### src/rtl/hbrp_pkg.sv
package hbrp_pkg;
    typedef enum logic [1:0] {
        ST_IDLE  = 2'd0,
        ST_READ  = 2'd1,
        ST_WRITE = 2'd2,
        ST_BLOCK = 2'd3
    } port_state_t;

    typedef struct packed {
        logic ale;
        logic cs_n;
        logic rd_n;
        logic wr_n;
    } strobe_t;

    localparam strobe_t STROBE_IDLE = '{ale: 1'b0, cs_n: 1'b1, rd_n: 1'b1, wr_n: 1'b1};
endpackage

### src/rtl/hbrp_sync.sv
module hbrp_sync #(
    parameter int              W         = 4,
    parameter int              STAGES    = 2,
    parameter logic [W-1:0]    RESET_VAL = '0
) (
    input  logic         clk,
    input  logic         rst_n,
    input  logic [W-1:0] d,
    output logic [W-1:0] q
);
    logic [W-1:0] stage [STAGES];

    for (genvar i = 0; i < STAGES; i++) begin : g_stage
        if (i == 0) begin : g_first
            always_ff @(posedge clk or negedge rst_n) begin
                if (!rst_n) stage[i] <= RESET_VAL;
                else        stage[i] <= d;
            end
        end else begin : g_next
            always_ff @(posedge clk or negedge rst_n) begin
                if (!rst_n) stage[i] <= RESET_VAL;
                else        stage[i] <= stage[i-1];
            end
        end
    end

    assign q = stage[STAGES-1];
endmodule

### src/rtl/hbrp_addr.sv
module hbrp_addr #(
    parameter int AW = 8
) (
    input  logic          clk,
    input  logic          rst_n,
    input  logic          ale_s,
    input  logic [AW-1:0] bus_s,
    output logic [AW-1:0] addr
);
    always_ff @(posedge clk or negedge rst_n) begin
        if (!rst_n)     addr <= '0;
        else if (ale_s) addr <= bus_s;
    end

    p_addr_hold_r1: assert property (@(posedge clk) disable iff (!rst_n)
        !$past(ale_s) |-> $stable(addr));
endmodule

### src/rtl/hbrp_fsm.sv
module hbrp_fsm
    import hbrp_pkg::*;
#(
    parameter int DW         = 8,
    parameter int MIN_WR_CYC = 2
) (
    input  logic          clk,
    input  logic          rst_n,
    input  strobe_t       stb_s,
    input  logic [DW-1:0] bus_s,
    output logic          bus_oe,
    output logic          reg_rd,
    output logic          reg_wr,
    output logic [DW-1:0] reg_wdata
);
    localparam int             CW      = $clog2(MIN_WR_CYC + 1) < 1 ? 1 : $clog2(MIN_WR_CYC + 1);
    localparam logic [CW-1:0]  CNT_TOP = CW'(MIN_WR_CYC);

    port_state_t   state_q, state_d;
    logic [CW-1:0] cnt_q;
    logic          sel, rd_lo, wr_lo;

    assign sel   = !stb_s.cs_n && !stb_s.ale;
    assign rd_lo = !stb_s.rd_n;
    assign wr_lo = !stb_s.wr_n;

    always_comb begin
        state_d = state_q;
        unique case (state_q)
            ST_IDLE: begin
                if (sel && rd_lo && wr_lo) state_d = ST_BLOCK;
                else if (sel && rd_lo)     state_d = ST_READ;
                else if (sel && wr_lo)     state_d = ST_WRITE;
            end
            ST_READ: begin
                if (wr_lo)                                      state_d = ST_BLOCK;
                else if (stb_s.cs_n || !rd_lo || stb_s.ale)     state_d = ST_IDLE;
            end
            ST_WRITE: begin
                if (rd_lo)                                      state_d = ST_BLOCK;
                else if (stb_s.cs_n || !wr_lo)                  state_d = ST_IDLE;
            end
            ST_BLOCK: begin
                if (stb_s.cs_n || (!rd_lo && !wr_lo))           state_d = ST_IDLE;
            end
            default: state_d = ST_IDLE;
        endcase
    end

    always_ff @(posedge clk or negedge rst_n) begin
        if (!rst_n) state_q <= ST_IDLE;
        else        state_q <= state_d;
    end

    always_ff @(posedge clk or negedge rst_n) begin
        if (!rst_n) begin
            reg_rd    <= 1'b0;
            reg_wr    <= 1'b0;
            reg_wdata <= '0;
            cnt_q     <= '0;
        end else begin
            reg_rd <= (state_q == ST_IDLE) && (state_d == ST_READ);
            reg_wr <= (state_q == ST_WRITE) && (state_d == ST_IDLE) && (cnt_q == CNT_TOP);
            if (state_d == ST_WRITE) begin
                reg_wdata <= bus_s;
                if (state_q != ST_WRITE)  cnt_q <= CW'(1);
                else if (cnt_q != CNT_TOP) cnt_q <= cnt_q + CW'(1);
            end
        end
    end

    assign bus_oe = (state_q == ST_READ);

    p_oe_qualified_r5: assert property (@(posedge clk) disable iff (!rst_n)
        bus_oe |-> $past(!stb_s.cs_n && !stb_s.rd_n && stb_s.wr_n && !stb_s.ale));
    p_rd_start_r4: assert property (@(posedge clk) disable iff (!rst_n)
        reg_rd |-> $past(!stb_s.cs_n && !stb_s.rd_n && stb_s.wr_n && !stb_s.ale));
    p_rd_single_r4: assert property (@(posedge clk) disable iff (!rst_n)
        reg_rd |=> !reg_rd);
    p_wr_single_r6: assert property (@(posedge clk) disable iff (!rst_n)
        reg_wr |=> !reg_wr);
    p_wr_on_release_r6: assert property (@(posedge clk) disable iff (!rst_n)
        reg_wr |-> $past(stb_s.cs_n || stb_s.wr_n));
    p_no_wr_conflict_r8: assert property (@(posedge clk) disable iff (!rst_n)
        reg_wr |-> $past(stb_s.rd_n));
    p_pulse_excl_r8: assert property (@(posedge clk) disable iff (!rst_n)
        !(reg_wr && reg_rd));
endmodule

### src/rtl/hbus_regport.sv
module hbus_regport
    import hbrp_pkg::*;
#(
    parameter int DW          = 8,
    parameter int MIN_WR_CYC  = 2,
    parameter int SYNC_STAGES = 2
) (
    input  logic          clk,
    input  logic          rst_n,
    input  logic [DW-1:0] bus_in,
    output logic [DW-1:0] bus_out,
    output logic          bus_oe,
    input  logic          ale_i,
    input  logic          cs_ni,
    input  logic          rd_ni,
    input  logic          wr_ni,
    output logic [DW-1:0] reg_addr,
    output logic [DW-1:0] reg_wdata,
    output logic          reg_wr,
    output logic          reg_rd,
    input  logic [DW-1:0] reg_rdata
);
    localparam int AW = DW;

    strobe_t       stb_raw, stb_s;
    logic [DW-1:0] bus_s;

    assign stb_raw = '{ale: ale_i, cs_n: cs_ni, rd_n: rd_ni, wr_n: wr_ni};

    hbrp_sync #(.W($bits(strobe_t)), .STAGES(SYNC_STAGES), .RESET_VAL(STROBE_IDLE)) u_stb_sync (
        .clk(clk), .rst_n(rst_n), .d(stb_raw), .q(stb_s)
    );

    hbrp_sync #(.W(DW), .STAGES(SYNC_STAGES), .RESET_VAL('0)) u_bus_sync (
        .clk(clk), .rst_n(rst_n), .d(bus_in), .q(bus_s)
    );

    hbrp_addr #(.AW(AW)) u_addr (
        .clk(clk), .rst_n(rst_n), .ale_s(stb_s.ale), .bus_s(bus_s), .addr(reg_addr)
    );

    hbrp_fsm #(.DW(DW), .MIN_WR_CYC(MIN_WR_CYC)) u_fsm (
        .clk(clk), .rst_n(rst_n), .stb_s(stb_s), .bus_s(bus_s),
        .bus_oe(bus_oe), .reg_rd(reg_rd), .reg_wr(reg_wr), .reg_wdata(reg_wdata)
    );

    assign bus_out = bus_oe ? reg_rdata : '0;

    p_out_quiet_r5: assert property (@(posedge clk) disable iff (!rst_n)
        !bus_oe |-> (bus_out == '0));
endmodule

### config.mk
export PLATFORM = sky130hd
export DESIGN_NAME = hbus_regport
export DESIGN_NICKNAME = d
export VERILOG_FILES = /design/src/rtl/hbrp_pkg.sv /design/src/rtl/hbrp_sync.sv /design/src/rtl/hbrp_addr.sv /design/src/rtl/hbrp_fsm.sv /design/src/rtl/hbus_regport.sv
export SDC_FILE = /design/constraint.sdc
export NUM_CORES = 1
export LEC_CHECK = 0
export CAP_MARGIN = 20
export CORE_AREA = 2 2 63 65
export CTS_BUF_LIST = sky130_fd_sc_hd__clkbuf_16
export DETAILED_ROUTE_END_ITERATION = 6
export DIE_AREA = 0 0 65 67
export GPL_ROUTABILITY_DRIVEN = 1
export GPL_TIMING_DRIVEN = 0
export PLACE_DENSITY = 0.87
export SETUP_SLACK_MARGIN = 0.02
export SYNTH_ARGS = -nofsm -noshare
export SYNTH_HDL_FRONTEND = slang
export SYNTH_SLANG_ARGS = --single-unit
### constraint.sdc
create_clock -name clk -period 3.1 [get_ports clk]
set_clock_uncertainty 0.2 [all_clocks]
set_input_delay 0.465 -clock clk [delete_from_list [all_inputs] [get_ports clk]]
set_output_delay 0.465 -clock clk [all_outputs]
set_load 0.03 [all_outputs]
Yosys cells after proc, flatten, opt, wreduce, memory -nomap -nowiden
Cells that the tools add are included.
{ "totals": {"regBits": 46, "in_bits": 22, "out_inout_bits": 27, "elab_cells": 51} }
{ "op_classes": {"n_addsub": 1, "eq_ne": 8, "muxes": 12, "reduce_logical": 20} }
{ "op_table": {"columns": ["operator", "n"], "rows": [
  ["2-bit two-way mux", 10],
  ["2-bit equality test (second input constant)", 4],
  ["1-bit logical AND", 8],
  ["8-bit two-way mux", 1],
  ["2-bit case mux with 4 select lines", 1],
  ["2-bit by 1-bit equality test with 1-bit output (second input constant)", 2],
  ["1-bit zero test", 4],
  ["2-bit zero test", 2],
  ["1-bit logical OR", 4],
  ["2-bit != test (second input constant)", 2],
  ["2-bit by 1-bit adder with 2-bit output (second input constant)", 1],
  ["2-bit AND reduction", 1],
  ["2-bit nonzero test", 1]
]} }

Logic depth before layout (Yosys ltp)
Gate-level depths: netlist of run 1.
{ "depth": {"word_depth": 10, "mapped_depth": 5, "ltp_nobuf": 5} }

Cells and area by module
From an unflattened synthesis of run 1, not the netlist that was laid out.
{ "hier_totals": {"hier_cells": 108, "area_unflattened_um2": 1700.4} }
{ "by_module_without_submodules": {"columns": ["module", "instances", "cells_each", "area_each_um2", "seq_area_each_um2"], "rows": [
  ["hbrp_fsm", 1, 47, 620.6, 350.3],
  ["hbrp_sync at u_bus_sync", 1, 24, 460.4, 400.4],
  ["hbrp_addr", 1, 17, 331.6, 200.2],
  ["hbrp_sync at u_stb_sync", 1, 12, 237.7, 207.7],
  ["hbus_regport", 1, 8, 50.0, 0.0]
]} }

Worst setup path before layout of run 1
OpenSTA, ideal clock, no wires.
{ "synth_timing": {"kind": "register to output", "from": "register u_fsm.state_q[1]", "to": "output bus_out[0]", "arrival_ns": 1.416, "required_time_ns": 2.435, "path_slack_ns": 1.019, "path_stages_with_launch": 5, "path_buffers": 2, "cell_sequence": "dfrtp_1 clkbuf_1 nor2b_1 clkbuf_1 and2_1"} }
{ "synth_via": {"elab_chain_cells": 2} }
{ "synth_rtl": {"columns": ["item", "line_no", "text"], "rows": [
  ["from (decl)", "hbrp_fsm.sv:19", "port_state_t state_q, state_d;"],
  ["from (signal assigned)", "hbrp_fsm.sv:52", "else state_q <= state_d;"],
  ["2-bit by 1-bit equality test with 1-bit output", "hbrp_fsm.sv:72", "assign bus_oe = (state_q == ST_READ);"],
  ["net bus_oe", "hbus_regport.sv:12", "output logic bus_oe,"],
  ["8-bit two-way mux", "hbus_regport.sv:47", "assign bus_out = bus_oe ? reg_rdata : '0;"],
  ["to (decl)", "hbus_regport.sv:11", "output logic [DW-1:0] bus_out,"]
]} }
The timed path passes the listed nets, and every way through them passes these cells.

Final worst setup path of run 1
{ "layout_timing": {"from": "register u_fsm.state_q[1]", "to": "output bus_out[5]"} }
{ "layout_via": {"elab_chain_cells": 2} }
{ "layout_rtl": {"columns": ["item", "line_no"], "rows": [
  ["2-bit by 1-bit equality test with 1-bit output", "hbrp_fsm.sv:72"],
  ["8-bit two-way mux", "hbus_regport.sv:47"]
]} }
No other way between the ends.

==> metrics.json, run 1 <==
{
  "floorplan": {
    "chip_height_um": 67,
    "fp.dieArea_mm2": 0.004355,
    "placement_rows": 22,
    "ios": 49,
    "initial_core_utilization": 0.4445,
    "core_area_mm2": 0.003606,
    "die_width_um": 65
  },
  "hold_path": {
    "hp-class": "primary input to asynchronous set/reset pin"
  },
  "cts": {
    "cts.reportedPaths.clkPinSlew_ns": 0.06,
    "htree_num_levels": 2,
    "cts-buffers-inserted": 5,
    "clkSinkCount": 46,
    "cts_tree": "built",
    "post_cts.repair.setup_buffers": 0,
    "clk_root_buffer_cell": "sky130_fd_sc_hd__clkbuf_16",
    "ctsLongestPathBuffers": 2,
    "cts_hold_repair.buffers": 0,
    "cts-resized-gates": 0,
    "clk_latency_ns": 0.28
  },
  "placed_design": {
    "dpl.hpwl_um": 2203,
    "placed_cells": 197,
    "globalplace.congestion": 0.6715,
    "port-buffer-count": 48,
    "detailed_place.area_mm2": 0.002138
  },
  "synth": {
    "syn-mean-instance-area_um2": 15.87,
    "synth.cell_area_mm2": 0.001603,
    "seq_area_frac_synth": 0.7229,
    "syn_nets": 124,
    "syn_inst": 101,
    "synth_warn": 0,
    "post_synth_num_cell_types": 22,
    "number_of_synthesized_register_bits": 46
  },
  "worst_setup_path": {
    "critical_path_required_ns": 2.43,
    "slowest_stage": "sky130_fd_sc_hd__clkdlybuf4s50_1",
    "crit_top_cell": "sky130_fd_sc_hd__clkbuf_1",
    "cp_endpoint_kind": "output pin",
    "path_max_fanout": 10,
    "ff2ff_setup_slack_ns": 1.11,
    "timing.critical_path.slowest_cell_delay_ns": 0.68,
    "worstPathArrival_ns": 2.10,
    "timing.critical_path.from_type": "flop",
    "crit_path_cell_trace": "clkbuf_1 > nor2b_1 > clkbuf_1 > and2_1 > clkdlybuf4s50_1",
    "setup.worst_path.class": "flop to output pin",
    "critical_path.reg2reg.endpoint": "u_fsm.reg_wdata[6]$_DFFE_PN0N_",
    "worst_r2r_startpoint": "u_stb_sync.q[1]$_DFF_PN1_",
    "worstRegToRegCells": 4
  },
  "pwr": {
    "seq_power_share": 0.434,
    "switching_power_uw": 504.6,
    "clkPwrFrac": 0.294,
    "p_per_area_mw_per_mm2": 751.5,
    "p_leak_uw": 0.0009879,
    "pwr-share-comb": 0.272,
    "vdd_drop_max_v": 0.0005352,
    "internal_power_uw": 1209,
    "p_sw_frac": 0.2945
  },
  "layout": {
    "finalNetCount": 179,
    "leading_cell_types_in_the_layout_fill_and_taps_excluded": "sky130_fd_sc_hd__clkdlybuf4s50_1, sky130_fd_sc_hd__dfrtp_1, sky130_fd_sc_hd__and2_1, sky130_fd_sc_hd__mux2_2, sky130_fd_sc_hd__mux2_4",
    "final_common_cell": "sky130_fd_sc_hd__clkdlybuf4s50_1",
    "proportion_of_layout_cells_with_a_drive_suffix_above_1": 0.2038,
    "layout.cell_area.non_filler_mm2": 0.002280,
    "antenna_cells": 0,
    "utilization": 0.6322,
    "area_growth_pct": 42.23,
    "fin_cells": 205
  },
  "route": {
    "first_iter_violations": 22,
    "route.detailed.drc": 0,
    "ant_nets": 0,
    "routed_wire_length_um": 2983,
    "via_count": 971,
    "routedWlPerCell_um": 14.55,
    "drt_pre_antenna_iters": 5,
    "vias_per_cell": 4.737
  },
  "job": {
    "cap_viol_max_count": 0
  },
  "global_route": {
    "antenna_found_initial": 0,
    "grt_pass1_vias": 993,
    "globalRouteTotalUtil": 0.1492,
    "grt_first_pass_wirelength_um": 4602,
    "grt.overflow.total": 0,
    "maximum_number_of_pins_on_one_net_before_global_route_repair": 47
  },
  "sta": {
    "clock.fmax_mhz": 361.8,
    "totalNegativeSetupSlack_ns": 0,
    "maxSlewViolCount": 0,
    "final.period_utilization": 0.8917,
    "setup_repair_after_global_routing_missed_its_margin": "no",
    "setup_viol": 0,
    "hold_viol_final": 0,
    "layout_min_cycle_time_ns": 2.764,
    "worstMarginPinSlew_ns": 0.9499,
    "relSlewSlack": 0.3667
  },
  "outcome": {
    "outcome": "complete, no violations"
  }
}
-- Yosys cell counts --
cell type	count	area, µm²
sky130_fd_sc_hd__nor2b_1	1	6.260
sky130_fd_sc_hd__o21ai_0	3	15.01
sky130_fd_sc_hd__a22o_1	1	8.760
sky130_fd_sc_hd__o31ai_1	1	7.510
sky130_fd_sc_hd__inv_1	2	7.510
sky130_fd_sc_hd__buf_6	1	11.26
sky130_fd_sc_hd__nand3b_1	2	15.01
sky130_fd_sc_hd__a21o_1	1	7.510
sky130_fd_sc_hd__dfrtp_1	40	1001
sky130_fd_sc_hd__nand2_1	5	18.77
sky130_fd_sc_hd__or4b_4	1	13.76
sky130_fd_sc_hd__ha_1	1	12.51
sky130_fd_sc_hd__a21oi_1	3	15.01
sky130_fd_sc_hd__o32ai_1	1	8.760
sky130_fd_sc_hd__and2_1	8	50.05
sky130_fd_sc_hd__nor2_1	3	11.26
sky130_fd_sc_hd__mux2_4	8	120.1
sky130_fd_sc_hd__nor4b_1	1	8.760
sky130_fd_sc_hd__mux2_2	8	90.09
sky130_fd_sc_hd__dfstp_2	6	157.7
sky130_fd_sc_hd__clkbuf_1	3	11.26
sky130_fd_sc_hd__nor3_1	1	5.000
-- per-stage QoR --
| stage | setup WS (ns) | hold slack [ns] | power, µW |
|---|---|---|---|
| final | 0.3357 | 0.1256 | 1713 |
| after global routing | 0.1960 | 0.1523 | 1783 |
| after CTS | 0.3257 | 0.1485 | 1727 |
| after detailed placement | 0.6274 | 0.1347 | 1222 |
| after global placement | 0.3478 | 0.1322 | 1194 |
| after floorplan | 1.019 | -0.03059 | 1010 |
-- area by class of cell --
cell class / instances / area, µm²
Fill cell: 248 / 1326
Sequential cell: 46 / 1159
Timing Repair Buffer: 48 / 475.5
Multi-Input combinational cell: 49 / 414.1
Clock buffer: 5 / 125.1
Tap cell: 48 / 60.06
Buffer: 4 / 22.52
Clock inverter: 3 / 16.27
Inverter: 2 / 7.507
-- logic make-up (layout without fill, tap and decap cells) --
| logic type | Yosys count | in the layout | synth area share |
|---|---|---|---|
| and+or+nand+nor | 22 | 22 | 0.08040 |
| AOI/OAI and AO/OA | 10 | 10 | 0.03903 |
| DFF | 46 | 46 | 0.7229 |
| muxes | 16 | 16 | 0.1312 |
| adders and majority gates | 1 | 1 | 0.007805 |
| buffers and inverters | 6 | 62 | 0.01874 |
-- state kept, by name (all words and copies together), names as in the netlist --
signal,count
u_addr.addr,8
u_bus_sync.q,8
u_bus_sync.stage,8
u_fsm.cnt_q,2
u_fsm.reg_rd,1
u_fsm.reg_wdata,8
u_fsm.reg_wr,1
u_fsm.state_q,2
u_stb_sync.q,4
u_stb_sync.stage,4
-- worst max path at each step --
| stage | start | endpoint | slack [ns] |
|---|---|---|---|
| global placement | rst_n | u_bus_sync.stage[14]$_DFF_PN0_ | 0.35 |
| global route | u_fsm.state_q[1]$_DFF_PN0_ | bus_out[0] | 0.20 |
| floorplan | u_fsm.state_q[1]$_DFF_PN0_ | bus_out[0] | 1.02 |
| CTS | u_fsm.state_q[1]$_DFF_PN0_ | bus_out[5] | 0.33 |
| detailed placement | u_fsm.state_q[1]$_DFF_PN0_ | bus_out[5] | 0.63 |
| finish | u_fsm.state_q[1]$_DFF_PN0_ | bus_out[5] | 0.34 |
-- power by group through the flow --
stage / logic, µW / registers (µW) / clock network, µW
2_1_floorplan: 166 / 844 / 0
3_3_place_gp: 450 / 744 / 0
3_5_place_dp: 469 / 753 / 0
4_1_cts: 471 / 743 / 513
5_1_grt: 491 / 756 / 536
6_report: 465 / 744 / 504
-- worst max-delay path: cells and delay by family, from the launching register on --
family                 cells  cell delay, ns
buffers and inverters      3            1.14
DFF                        1            0.35
and+or+nand+nor            2            0.32
-- routing by layer --
metal  routed length [µm]  track usage  vias up  share of wire
li1                     -            -      447              -
met1                 1097       0.1570      480           0.37
met4                   59       0.1037        0          0.020
met5                    0            0        -              0
met3                  152      0.04561        9          0.051
met2                 1673       0.2552       35           0.56
(Power assumes the default switching activity.)
==> run 2: changes to the inputs <==
- CORE_AREA: 2 2 63 65 -> 2 2 81 52
- CTS_CLUSTER_DIAMETER: not set -> 30
- DIE_AREA: 0 0 65 67 -> 0 0 83 54
- PLACE_DENSITY: 0.87 -> 0.86
==> run 2 against run 1 <==
Final cell count up 2.0%. Wire length barely moved. Die area increased by 2.9%. Core utilization shrank 3.2 points. Global-route usage decreased by 0.70 points. Via count increased by 1.1%. Clock-buffer cell count unchanged. Sequential power about the same. Non-clock buffer count rose by 2. Critical path type unchanged.
==> metrics.json, run 2 (synthesized netlist as in run 1, its figures left out) <==
{
  "route": {
    "drt_pre_antenna_iters": {"value": 4, "change": "was 5"},
    "via_count": {"value": 982, "change": "was 971"},
    "routedWlPerCell": {"value": 14.26, "unit": "µm", "change": "was 14.55 µm"},
    "first_iter_violations": {"value": 98, "change": "was 22"},
    "route.detailed.drc": {"value": 0, "change": "unchanged"},
    "vias_per_cell": {"value": 4.699, "change": "was 4.737"},
    "ant_nets": {"value": 0, "change": "unchanged"},
    "routed_wire_length": {"value": 2981, "unit": "µm", "change": "was 2983 µm"}
  },
  "global_route": {
    "maximum_number_of_pins_on_one_net_before_global_route_repair": {"value": 31, "change": "was 47"},
    "grt.overflow.total": {"value": 0, "change": "unchanged"},
    "grt_pass1_vias": {"value": 974, "change": "was 993"},
    "grt_first_pass_wirelength": {"value": 4747, "unit": "µm", "change": "was 4602 µm"},
    "antenna_found_initial": {"value": 0, "change": "unchanged"},
    "globalRouteTotalUtil": {"value": 0.1423, "change": "was 0.1492"}
  },
  "layout": {
    "fin_cells": {"value": 209, "change": "was 205"},
    "layout.cell_area.non_filler": {"value": 0.002312, "unit": "mm²", "change": "was 0.002280 mm²"},
    "leading_cell_types_in_the_layout_fill_and_taps_excluded": {"value": "sky130_fd_sc_hd__clkdlybuf4s50_1, sky130_fd_sc_hd__dfrtp_1, sky130_fd_sc_hd__and2_1, sky130_fd_sc_hd__mux2_2, sky130_fd_sc_hd__mux2_4", "change": "unchanged"},
    "finalNetCount": {"value": 181, "change": "was 179"},
    "area_growth": {"value": 44.26, "unit": "%", "change": "was 42.23%"},
    "antenna_cells": {"value": 0, "change": "unchanged"},
    "final_common_cell": {"value": "sky130_fd_sc_hd__clkdlybuf4s50_1", "change": "unchanged"},
    "utilization": {"value": 0.6004, "change": "was 0.6322"},
    "proportion_of_layout_cells_with_a_drive_suffix_above_1": {"value": 0.2013, "change": "was 0.2038"}
  },
  "worst_setup_path": {
    "worstPathArrival": {"value": 2.10, "unit": "ns", "change": "about the same"},
    "path_max_fanout": {"value": 10, "change": "unchanged"},
    "cp_endpoint_kind": {"value": "output pin", "change": "unchanged"},
    "setup.worst_path.class": {"value": "flop to output pin", "change": "unchanged"},
    "timing.critical_path.from_type": {"value": "flop", "change": "unchanged"},
    "critical_path_required": {"value": 2.43, "unit": "ns", "change": "about the same"}
  },
  "cts": {
    "cts-buffers-inserted": {"value": 5, "change": "unchanged"},
    "cts_hold_repair.buffers": {"value": 1, "change": "was 0"},
    "cts.reportedPaths.clkPinSlew": {"value": 0.06, "unit": "ns", "change": "about the same"},
    "clk_latency": {"value": 0.28, "unit": "ns", "change": "about the same"},
    "clkSinkCount": {"value": 46, "change": "unchanged"},
    "cts-resized-gates": {"value": 0, "change": "unchanged"},
    "post_cts.repair.setup_buffers": {"value": 0, "change": "unchanged"},
    "ctsLongestPathBuffers": {"value": 2, "change": "unchanged"},
    "clk_root_buffer_cell": {"value": "sky130_fd_sc_hd__clkbuf_16", "change": "unchanged"},
    "cts_tree": {"value": "built", "change": "unchanged"},
    "htree_num_levels": {"value": 2, "change": "unchanged"}
  },
  "sta": {
    "totalNegativeSetupSlack": {"value": 0, "unit": "ns", "change": "unchanged"},
    "final_critical_path_setup_slack": {"value": 0.3386, "unit": "ns", "change": "was 0.3357 ns"},
    "setup_repair_after_global_routing_missed_its_margin": {"value": "no", "change": "unchanged"},
    "clock.fmax": {"value": 362.1, "unit": "MHz", "change": "was 361.8 MHz"},
    "relSlewSlack": {"value": 0.5770, "change": "was 0.3667"},
    "layout_min_cycle_time": {"value": 2.761, "unit": "ns", "change": "was 2.764 ns"},
    "setup_viol": {"value": 0, "change": "unchanged"},
    "final.period_utilization": {"value": 0.8908, "change": "was 0.8917"},
    "maxSlewViolCount": {"value": 0, "change": "unchanged"},
    "hold_viol_final": {"value": 0, "change": "unchanged"},
    "worstMarginPinSlew": {"value": 0.6344, "unit": "ns", "change": "was 0.9499 ns"}
  },
  "floorplan": {
    "fp.dieArea": {"value": 0.004482, "unit": "mm²", "change": "was 0.004355 mm²"},
    "placement_rows": {"value": 18, "change": "was 22"},
    "ios": {"value": 49, "change": "unchanged"},
    "core_area": {"value": 0.003851, "unit": "mm²", "change": "was 0.003606 mm²"},
    "chip_height": {"value": 54, "unit": "µm", "change": "was 67 µm"},
    "initial_core_utilization": {"value": 0.4162, "change": "was 0.4445"},
    "die_width": {"value": 83, "unit": "µm", "change": "was 65 µm"}
  },
  "outcome": {
    "outcome": {"value": "complete, no violations", "change": "unchanged"}
  },
  "placed_design": {
    "dpl.hpwl": {"value": 2183, "unit": "µm", "change": "was 2203 µm"},
    "detailed_place.area": {"value": 0.002161, "unit": "mm²", "change": "was 0.002138 mm²"},
    "globalplace.congestion": {"value": 0.7123, "change": "was 0.6715"},
    "port-buffer-count": {"value": 48, "change": "unchanged"},
    "placed_cells": {"value": 200, "change": "was 197"},
    "pre_cts_slack": {"value": 0.6512, "unit": "ns", "change": "was 0.6274 ns"}
  },
  "hold_path": {
    "hp-class": {"value": "flop to flop", "change": "was primary input to asynchronous set/reset pin"}
  },
  "pwr": {
    "p_per_area": {"value": 736.5, "unit": "mW/mm²", "change": "was 751.5 mW/mm²"},
    "vdd_drop_max": {"value": 0.0005028, "unit": "V", "change": "was 0.0005352 V"},
    "p_leak": {"value": 0.001003, "unit": "µW", "change": "was 0.0009879 µW"}
  },
  "job": {
    "cap_viol_max_count": {"value": 0, "change": "unchanged"}
  }
}
-- run 2: cell types whose count changed in the layout (fill, tap and decap cells not counted), sizes merged --
cell	delta
clkinv	+1
buf	+1
clkinvlp	-1
dlygate4sd3	+1
-- run 2: path summary, 6_finish.rpt --
path                                                startpoint                             end  slack, ns  cells past startpoint
worst min-delay path            u_bus_sync.stage[12]$_DFF_PN0_       u_bus_sync.q[4]$_DFF_PN0_       0.15                      0
worst max-delay path                u_fsm.state_q[1]$_DFF_PN0_                      bus_out[5]       0.34                      5
max in group asynchronous                                rst_n   u_stb_sync.stage[4]$_DFF_PN1_       1.70                      3
worst max register to register       u_stb_sync.q[1]$_DFF_PN1_  u_fsm.reg_wdata[1]$_DFFE_PN0N_       1.08                      4
min in group asynchronous                                rst_n       u_bus_sync.q[1]$_DFF_PN0_       0.45                      2
worst min register to register  u_bus_sync.stage[12]$_DFF_PN0_       u_bus_sync.q[4]$_DFF_PN0_       0.15                      0
-- run 2: critical path, cell delays in order, from the launching register on --
cell and delay, ns:
sky130_fd_sc_hd__dfrtp_1 0.35, sky130_fd_sc_hd__clkbuf_1 0.19, sky130_fd_sc_hd__nor2b_1 0.14, sky130_fd_sc_hd__clkbuf_1 0.27
sky130_fd_sc_hd__and2_1 0.18, sky130_fd_sc_hd__clkdlybuf4s50_1 0.68
-- run 2: layout make-up --
cell class / instances / area, µm²
multi-input combinational: 49 / 414.1
clock buffer: 5 / 125.1
sequential: 46 / 1159
inverter: 2 / 7.507
clock inverter: 3 / 16.27
tap: 50 / 62.56
buffer: 4 / 22.52
timing repair buffer: 50 / 505.5
fill: 262 / 1539
-- run 2: report_power, final --
part | switching [µW] | internal (µW)
Combinational | 239 | 229
Sequential | 53.1 | 689
Clock | 200 | 294
-- run 2: metrics by stage --
step | hold slack [ns] | power [µW]
after floorplan | -0.03059 | 1010
after global placement | 0.1333 | 1195
after detailed placement | 0.1347 | 1219
after CTS | 0.1482 | 1723
after global routing | 0.1558 | 1783
final | 0.1470 | 1703
-- run 2: routing by layer --
layer	wire length, µm	vias to the layer above	share of wire	track usage
met5	0	-	0	0
met4	12	0	0.0040	0.04098
met3	173	3	0.058	0.05521
met2	1465	33	0.49	0.2325
met1	1329	490	0.45	0.1807
li1	-	456	-	-
==> run 3: changes to the inputs <==
- ABC_CLOCK_PERIOD_IN_PS: not set -> 3100
==> results of run 3 <==
Final layout, timing and power as in run 2 (identical DEF).
